`src/rtl/pwm2ch_pkg.sv`:
```
`timescale 1ns/1ps
package pwm2ch_pkg;
  typedef enum logic {CT_EDGE = 1'b0, CT_CENTER = 1'b1} ctype_e;
  typedef enum logic {OM_SAME = 1'b0, OM_COMP = 1'b1} omode_e;
endpackage

```
`src/rtl/pwm2ch_timebase.sv`:
```
`timescale 1ns/1ps
module pwm2ch_timebase
  import pwm2ch_pkg::*;
#(
  parameter int CNT_W = 16
) (
  input  logic             clk,
  input  logic             rst_n,
  input  logic [CNT_W-1:0] period_i,
  input  logic [CNT_W-1:0] cmp_i,
  input  logic             ctype_i,
  output logic [CNT_W-1:0] cnt_o,
  output logic [CNT_W-1:0] cmp_o,
  output logic             center_o,
  output logic             falling_o
);
  localparam logic [CNT_W-1:0] ONE = CNT_W'(1);

  logic [CNT_W-1:0] cnt_q, cnt_d, per_q, per_d, cmp_q, cmp_d;
  logic             up_q, up_d, last;
  ctype_e           ct_q, ct_d;

  // end of the current period
  always_comb begin
    if (ct_q == CT_CENTER)
      last = (!up_q && cnt_q <= ONE) || (up_q && cnt_q >= per_q && per_q <= ONE);
    else
      last = (cnt_q >= per_q);
  end

  always_comb begin
    cnt_d = cnt_q;
    up_d  = up_q;
    per_d = per_q;
    cmp_d = cmp_q;
    ct_d  = ct_q;
    if (last) begin
      cnt_d = '0;
      up_d  = 1'b1;
      per_d = period_i;
      cmp_d = cmp_i;
      ct_d  = ctype_e'(ctype_i);
    end else if (ct_q == CT_EDGE) begin
      cnt_d = cnt_q + ONE;
    end else if (up_q) begin
      if (cnt_q >= per_q) begin
        cnt_d = cnt_q - ONE;
        up_d  = 1'b0;
      end else begin
        cnt_d = cnt_q + ONE;
      end
    end else begin
      cnt_d = cnt_q - ONE;
    end
  end

  always_ff @(posedge clk or negedge rst_n) begin
    if (!rst_n) begin
      cnt_q <= '0;
      up_q  <= 1'b1;
      per_q <= '0;
      cmp_q <= '0;
      ct_q  <= CT_EDGE;
    end else begin
      cnt_q <= cnt_d;
      up_q  <= up_d;
      per_q <= per_d;
      cmp_q <= cmp_d;
      ct_q  <= ct_d;
    end
  end

  assign cnt_o     = cnt_q;
  assign cmp_o     = cmp_q;
  assign center_o  = (ct_q == CT_CENTER);
  assign falling_o = !(up_q && cnt_q < per_q);

  a_r1_cnt_in_range: assert property (@(posedge clk) disable iff (!rst_n)
    cnt_q <= per_q || cnt_q == '0);
  // center-aligned count never repeats a value
  a_r3_center_moves: assert property (@(posedge clk) disable iff (!rst_n)
    (ct_q == CT_CENTER && per_q != '0) |=> cnt_q != $past(cnt_q));
  // the top value changes only while entering count zero
  a_r8_top_held: assert property (@(posedge clk) disable iff (!rst_n)
    cnt_q != '0 |-> per_q == $past(per_q));
endmodule

```
`src/rtl/pwm2ch_shaper.sv`:
```
`timescale 1ns/1ps
module pwm2ch_shaper #(
  parameter int CNT_W = 16
) (
  input  logic             clk,
  input  logic             rst_n,
  input  logic [CNT_W-1:0] cnt_i,
  input  logic [CNT_W-1:0] cmp_i,
  input  logic             center_i,
  input  logic             falling_i,
  output logic             wave_o
);
  logic wave_q, wave_d;

  always_comb begin
    if (center_i && falling_i) wave_d = (cnt_i <= cmp_i);
    else                       wave_d = (cnt_i <  cmp_i);
  end

  always_ff @(posedge clk or negedge rst_n) begin
    if (!rst_n) wave_q <= 1'b0;
    else        wave_q <= wave_d;
  end

  assign wave_o = wave_q;

  // a zero compare value never produces a high level in edge-aligned mode
  a_r2_zero_cmp_low: assert property (@(posedge clk) disable iff (!rst_n)
    (!center_i && cmp_i == '0) |=> !wave_q);
endmodule

```
`src/rtl/pwm2ch_deadband.sv`:
```
`timescale 1ns/1ps
module pwm2ch_deadband #(
  parameter int DT_W = 8
) (
  input  logic            clk,
  input  logic            rst_n,
  input  logic            s_i,
  input  logic [DT_W-1:0] dt_i,
  output logic            y_o
);
  localparam logic [DT_W-1:0] RUN_MAX = {DT_W{1'b1}};

  logic [DT_W-1:0] run_q, run_d;

  // run_q counts the clocks the source has already been high
  always_comb begin
    if (!s_i)                 run_d = '0;
    else if (run_q == RUN_MAX) run_d = run_q;
    else                      run_d = run_q + DT_W'(1);
  end

  always_ff @(posedge clk or negedge rst_n) begin
    if (!rst_n) run_q <= '0;
    else        run_q <= run_d;
  end

  assign y_o = s_i && (run_q >= dt_i);

  a_r6_rise_held_back: assert property (@(posedge clk) disable iff (!rst_n)
    (dt_i != '0 && $rose(s_i)) |-> !y_o);
endmodule

```
`src/rtl/pwm2ch_gen.sv`:
```
`timescale 1ns/1ps
module pwm2ch_gen
  import pwm2ch_pkg::*;
#(
  parameter int CNT_W = 16,
  parameter int DT_W  = 8
) (
  input  logic             clk,
  input  logic             rst_n,
  input  logic [CNT_W-1:0] period_i,
  input  logic [CNT_W-1:0] cmp_i,
  input  logic             ctype_i,
  input  logic             omode_i,
  input  logic [DT_W-1:0]  dead_i,
  input  logic             en0_i,
  input  logic             en1_i,
  output logic             pwm0_o,
  output logic             pwm1_o
);
  localparam int NCH = 2;

  logic [1:0]       rs_q;
  logic             rst_i;
  logic [CNT_W-1:0] cnt, cmp_act;
  logic             center, falling, wave;
  logic [NCH-1:0]   src, dly, en, pin;

  always_ff @(posedge clk or negedge rst_n) begin
    if (!rst_n) rs_q <= 2'b00;
    else        rs_q <= {rs_q[0], 1'b1};
  end
  assign rst_i = rs_q[1];

  pwm2ch_timebase #(.CNT_W(CNT_W)) u_tb (
    .clk(clk), .rst_n(rst_i), .period_i(period_i), .cmp_i(cmp_i),
    .ctype_i(ctype_i), .cnt_o(cnt), .cmp_o(cmp_act),
    .center_o(center), .falling_o(falling));

  pwm2ch_shaper #(.CNT_W(CNT_W)) u_sh (
    .clk(clk), .rst_n(rst_i), .cnt_i(cnt), .cmp_i(cmp_act),
    .center_i(center), .falling_i(falling), .wave_o(wave));

  assign src = {~wave, wave};
  assign en  = {en1_i, en0_i};

  for (genvar g = 0; g < NCH; g++) begin : g_ch
    pwm2ch_deadband #(.DT_W(DT_W)) u_db (
      .clk(clk), .rst_n(rst_i), .s_i(src[g]), .dt_i(dead_i), .y_o(dly[g]));
    assign pin[g] = rst_i && en[g] &&
                    ((omode_e'(omode_i) == OM_COMP) ? dly[g] : wave);
  end

  assign pwm0_o = pin[0];
  assign pwm1_o = pin[1];

  a_r6_never_both: assert property (@(posedge clk) disable iff (!rst_i)
    omode_i |-> !(pwm0_o && pwm1_o));
  a_r5_same_pins: assert property (@(posedge clk) disable iff (!rst_i)
    (!omode_i && en0_i && en1_i) |-> pwm0_o == pwm1_o);
endmodule

```
`config.mk`:
```
export PLATFORM = sky130hd
export DESIGN_NAME = pwm2ch_gen
export DESIGN_NICKNAME = d
export VERILOG_FILES = /design/src/rtl/pwm2ch_pkg.sv /design/src/rtl/pwm2ch_timebase.sv /design/src/rtl/pwm2ch_shaper.sv /design/src/rtl/pwm2ch_deadband.sv /design/src/rtl/pwm2ch_gen.sv
export SDC_FILE = /design/constraint.sdc
export NUM_CORES = 1
export LEC_CHECK = 0
export ABC_AREA = 1
export BUFFER_PORTS_ARGS = -buffer_cell sky130_fd_sc_hd__buf_2
export CAP_MARGIN = 25
export CORE_ASPECT_RATIO = 2
export CORE_MARGIN = 2
export CORE_UTILIZATION = 60
export DETAILED_ROUTE_END_ITERATION = 12
export PLACE_DENSITY = 0.81
export SLEW_MARGIN = 0
export SYNTH_ARGS = -nofsm -noshare
export SYNTH_HDL_FRONTEND = slang
export SYNTH_SLANG_ARGS = --single-unit
```
`constraint.sdc`:
```
create_clock -name clk -period 3 [get_ports clk]
set_input_delay 0.45 -clock clk [delete_from_list [all_inputs] [get_ports clk]]
set_output_delay 0.45 -clock clk [all_outputs]
set_load 0.02 [all_outputs]
```
==> results.toml <==
[sta]
period_share = 0.7779
clock.fmax_mhz = 428.5
slew_headroom = 0.4232
rsz0062_at_grt = "no"
setup_viol = 0
maxSlewViolCount = 0
finalHoldViolations = 0
finalSetupTns_ps = 0
tightest_slew_ps = 865.2
min_period_ps = 2334
skew_ps = 9.471
timing.final.ws_setup_ps = 666.3

[worst_setup_path]
r2r_cells = 15
r2r_start = "u_tb.cnt_o[0]"
cpPeakStageDelay_ps = 430
required_ps = 2550
worstPathArrival_ps = 1880
start_kind = "register"
crit_type = "reg -> out"
critPathMaxFanout = 6
r2r_slack_ps = 690
rr_endpoint = "u_tb.cnt_o[2]"
crit_chain = "ha_1 > nand2_1 > nor2_1 > nand4_1 > o2111ai_1 > nand2_1 > a21oi_1 > buf_2"
cp_slowest_cell = "dfrtp_1"
path_common_cell = "nand2_1"
critPathCapture = "pwm1_o"
startpoint = "g_ch[1].u_db.run_q[5]"
crit_path_end_kind = "primary output"

[power_and_ir_drop]
leakagePower_nw = 3.201
p_total_mw = 2.079
ir_worst_vdd_uv = 422.3
p_per_area_mw_per_mm2 = 374.7

[clock_network]
cts_tree = "built"
post_cts_buffers = 0
cts_buffers = 9
path_clk_slew_ps = 60
root_buffer = "clkbuf_16"
cts_num_sinks = 69
htree_levels = 3
clk_latency_ps = 340
clk_path_buf_depth = 2

[grt]
grt.overflow.total = 0
grt_pass1_vias = 4470
antenna_found_initial = 0
grt_start_max_net_pins = 68
grt_usage = 0.3016
grt_pass1_wl_um = 19870

[yosys]
synthCells = 660
syn_area_per_cell_um2 = 7.378
yosys_warnings = 0
synth-seq-area-share = 0.3548
synth-seq-cells = 69
yosysUniqueCellTypes = 35
syn_area_mm2 = 0.004870
syn_nets = 759

[status]
status = "complete, no violations"

[place]
hpwl_um = 9941
detailedPlace.worstSlack_ps = 748.2
place_congestion = 0.9542
portBuffers = 47

[detailed_routing]
routedWlPerCell_um = 15.58
drtPass1Iterations = 4
vias = 4506
wl_um = 12740
dr.first_iter.drc_count = 189
via_per_inst = 5.509
ant_nets = 0
drc_errors = 0

[cells_and_area]
syn_to_final_growth_pct = 13.95
insertedDiodeCount = 0
multi_input_area_mm2 = 0.002685
regArea_mm2 = 0.001729
nFillCells = 664
fin_nets = 816
drive_above_1_share = 0.1343

[hold_path]
min_from = "ctype_i"
hold_class = "in -> reg"

[floorplan]
core-area_mm2 = 0.007885
dieWidth_um = 67.70
die-area_mm2 = 0.008896
start_util = 0.6176
fp.dieH_um = 131.4
row_count = 46
io_pins = 48

[flow_run]
maxCapViolations = 0
==> what timing repair did <==
action                                 in CTS  in global routing
resized for setup                           0                  0
hold buffers                                1                  0
endpoints found under the hold margin       2                  0
==> sequential cells by signal (all words and copies together) (netlist names) <==
register	count
u_tb.per_q	16
g_ch.u_db.run_q	16
u_sh.wave_o	1
u_tb.cnt_o	16
u_tb.cmp_o	16
u_tb.up_q	1
rs_q	2
u_tb.center_o	1
==> logic make-up after synthesis <==
family	synth area share
DFF	0.3548
and+or+nand+nor	0.3070
AOI/OAI and AO/OA	0.06604
adders and majority gates	0.1362
other	0.0007701
xor gates and xnor gates	0.04137
buffers and inverters	0.09378
==> power breakdown <==
group          internal (mW)  switching [mW]
sequential             0.933         0.00108
clock                  0.667           0.402
combinational         0.0322          0.0440
total                   1.63           0.448
==> how the worst min path moves through the flow <==
stage | endpoint | slack, ps | cells past startpoint
after floorplan | rs_q[0] | 150 | 0
after global placement | rs_q[0] | 240 | 1
after detailed placement | rs_q[0] | 240 | 1
after CTS | u_tb.center_o | 330 | 3
after global routing | u_tb.per_q[1] | 340 | 3
final | u_tb.center_o | 320 | 3
==> cells in the mapped netlist <==
library cell	n	area share
a211oi_1	4	0.0062
a21oi_1	29	0.030
a31oi_1	3	0.0039
and3_1	2	0.0026
buf_2	10	0.010
buf_6	3	0.0069
clkbuf_1	2	0.0015
clkbuf_2	1	0.0010
clkinv_1	1	0.00077
conb_1	1	0.00077
dfrtp_1	68	0.35
dfstp_2	1	0.0054
ha_1	53	0.14
inv_1	88	0.068
inv_2	7	0.0054
nand2_1	174	0.13
nand2_2	2	0.0026
nand3_1	66	0.068
nand3_2	2	0.0041
nand3b_1	1	0.0015
nand4_1	14	0.018
nor2_1	60	0.046
nor2_2	3	0.0039
nor2_4	1	0.0023
nor3_1	9	0.0092
nor3_2	2	0.0041
nor3b_1	1	0.0015
nor4_1	5	0.0064
o2111ai_1	2	0.0036
o211ai_1	2	0.0031
o21a_1	1	0.0015
o21ai_0	16	0.016
o31ai_1	1	0.0015
or2_2	2	0.0026
xor2_1	23	0.041
==> metrics by stage <==
step	hold WS [ps]	area, um2	util	std cells
floorplan	154.4	4870	-	660
global placement	236.0	5235	0.6639	801
detailed placement	240.8	5235	0.6639	801
CTS	326.2	5549	0.7037	818
global route	344.5	5549	0.7037	818
finish	324.3	5549	0.7037	818
==> cell type report <==
class | count | share of cell area
Clock buffer | 11 | 0.04374
Clock inverter | 5 | 0.01105
Inverter | 96 | 0.06494
Multi-Input combinational cell | 479 | 0.4839
Sequential cell | 69 | 0.3116
Tap cell | 96 | 0.02165
Timing Repair Buffer | 62 | 0.06313
==> cell usage in the layout, fill, tap and decap left out, types with 2 or more instances in the layout <==
cell,count
a21oi_1,29
a31oi_1,3
nor4_1,5
and3_1,2
nor3_2,2
buf_2,47
dfrtp_1,67
a211oi_1,4
xor2_1,23
nand3_1,66
o211ai_1,2
inv_1,88
nand4_1,14
nor2_2,3
nand3_2,2
nand2_1,174
nand2_2,2
o21ai_0,16
nor2_1,60
buf_4,14
or2_2,2
inv_2,7
o2111ai_1,2
clkinvlp_4,3
ha_1,53
clkbuf_16,9
nor3_1,9
==> worst max-delay path, delay by kind of cell, from the launching register on <==
family,cells,cell delay [ps]
buffers and inverters,1,180
adder cells (fa/ha/maj),1,320
AND/OR/NAND/NOR,4,340
flip-flops,1,430
AO/OA/AOI/OAI,2,260
==> layer usage <==
metal | global-route usage | up-vias | share of wire
met3 | 0.04709 | 51 | 0.036
met2 | 0.5686 | 144 | 0.56
li1 | - | 2250 | -
met4 | 0.2063 | 0 | 0.073
met5 | 0 | - | 0
met1 | 0.2659 | 2061 | 0.33
No activity file was read; power rests on OpenSTA's default activity.
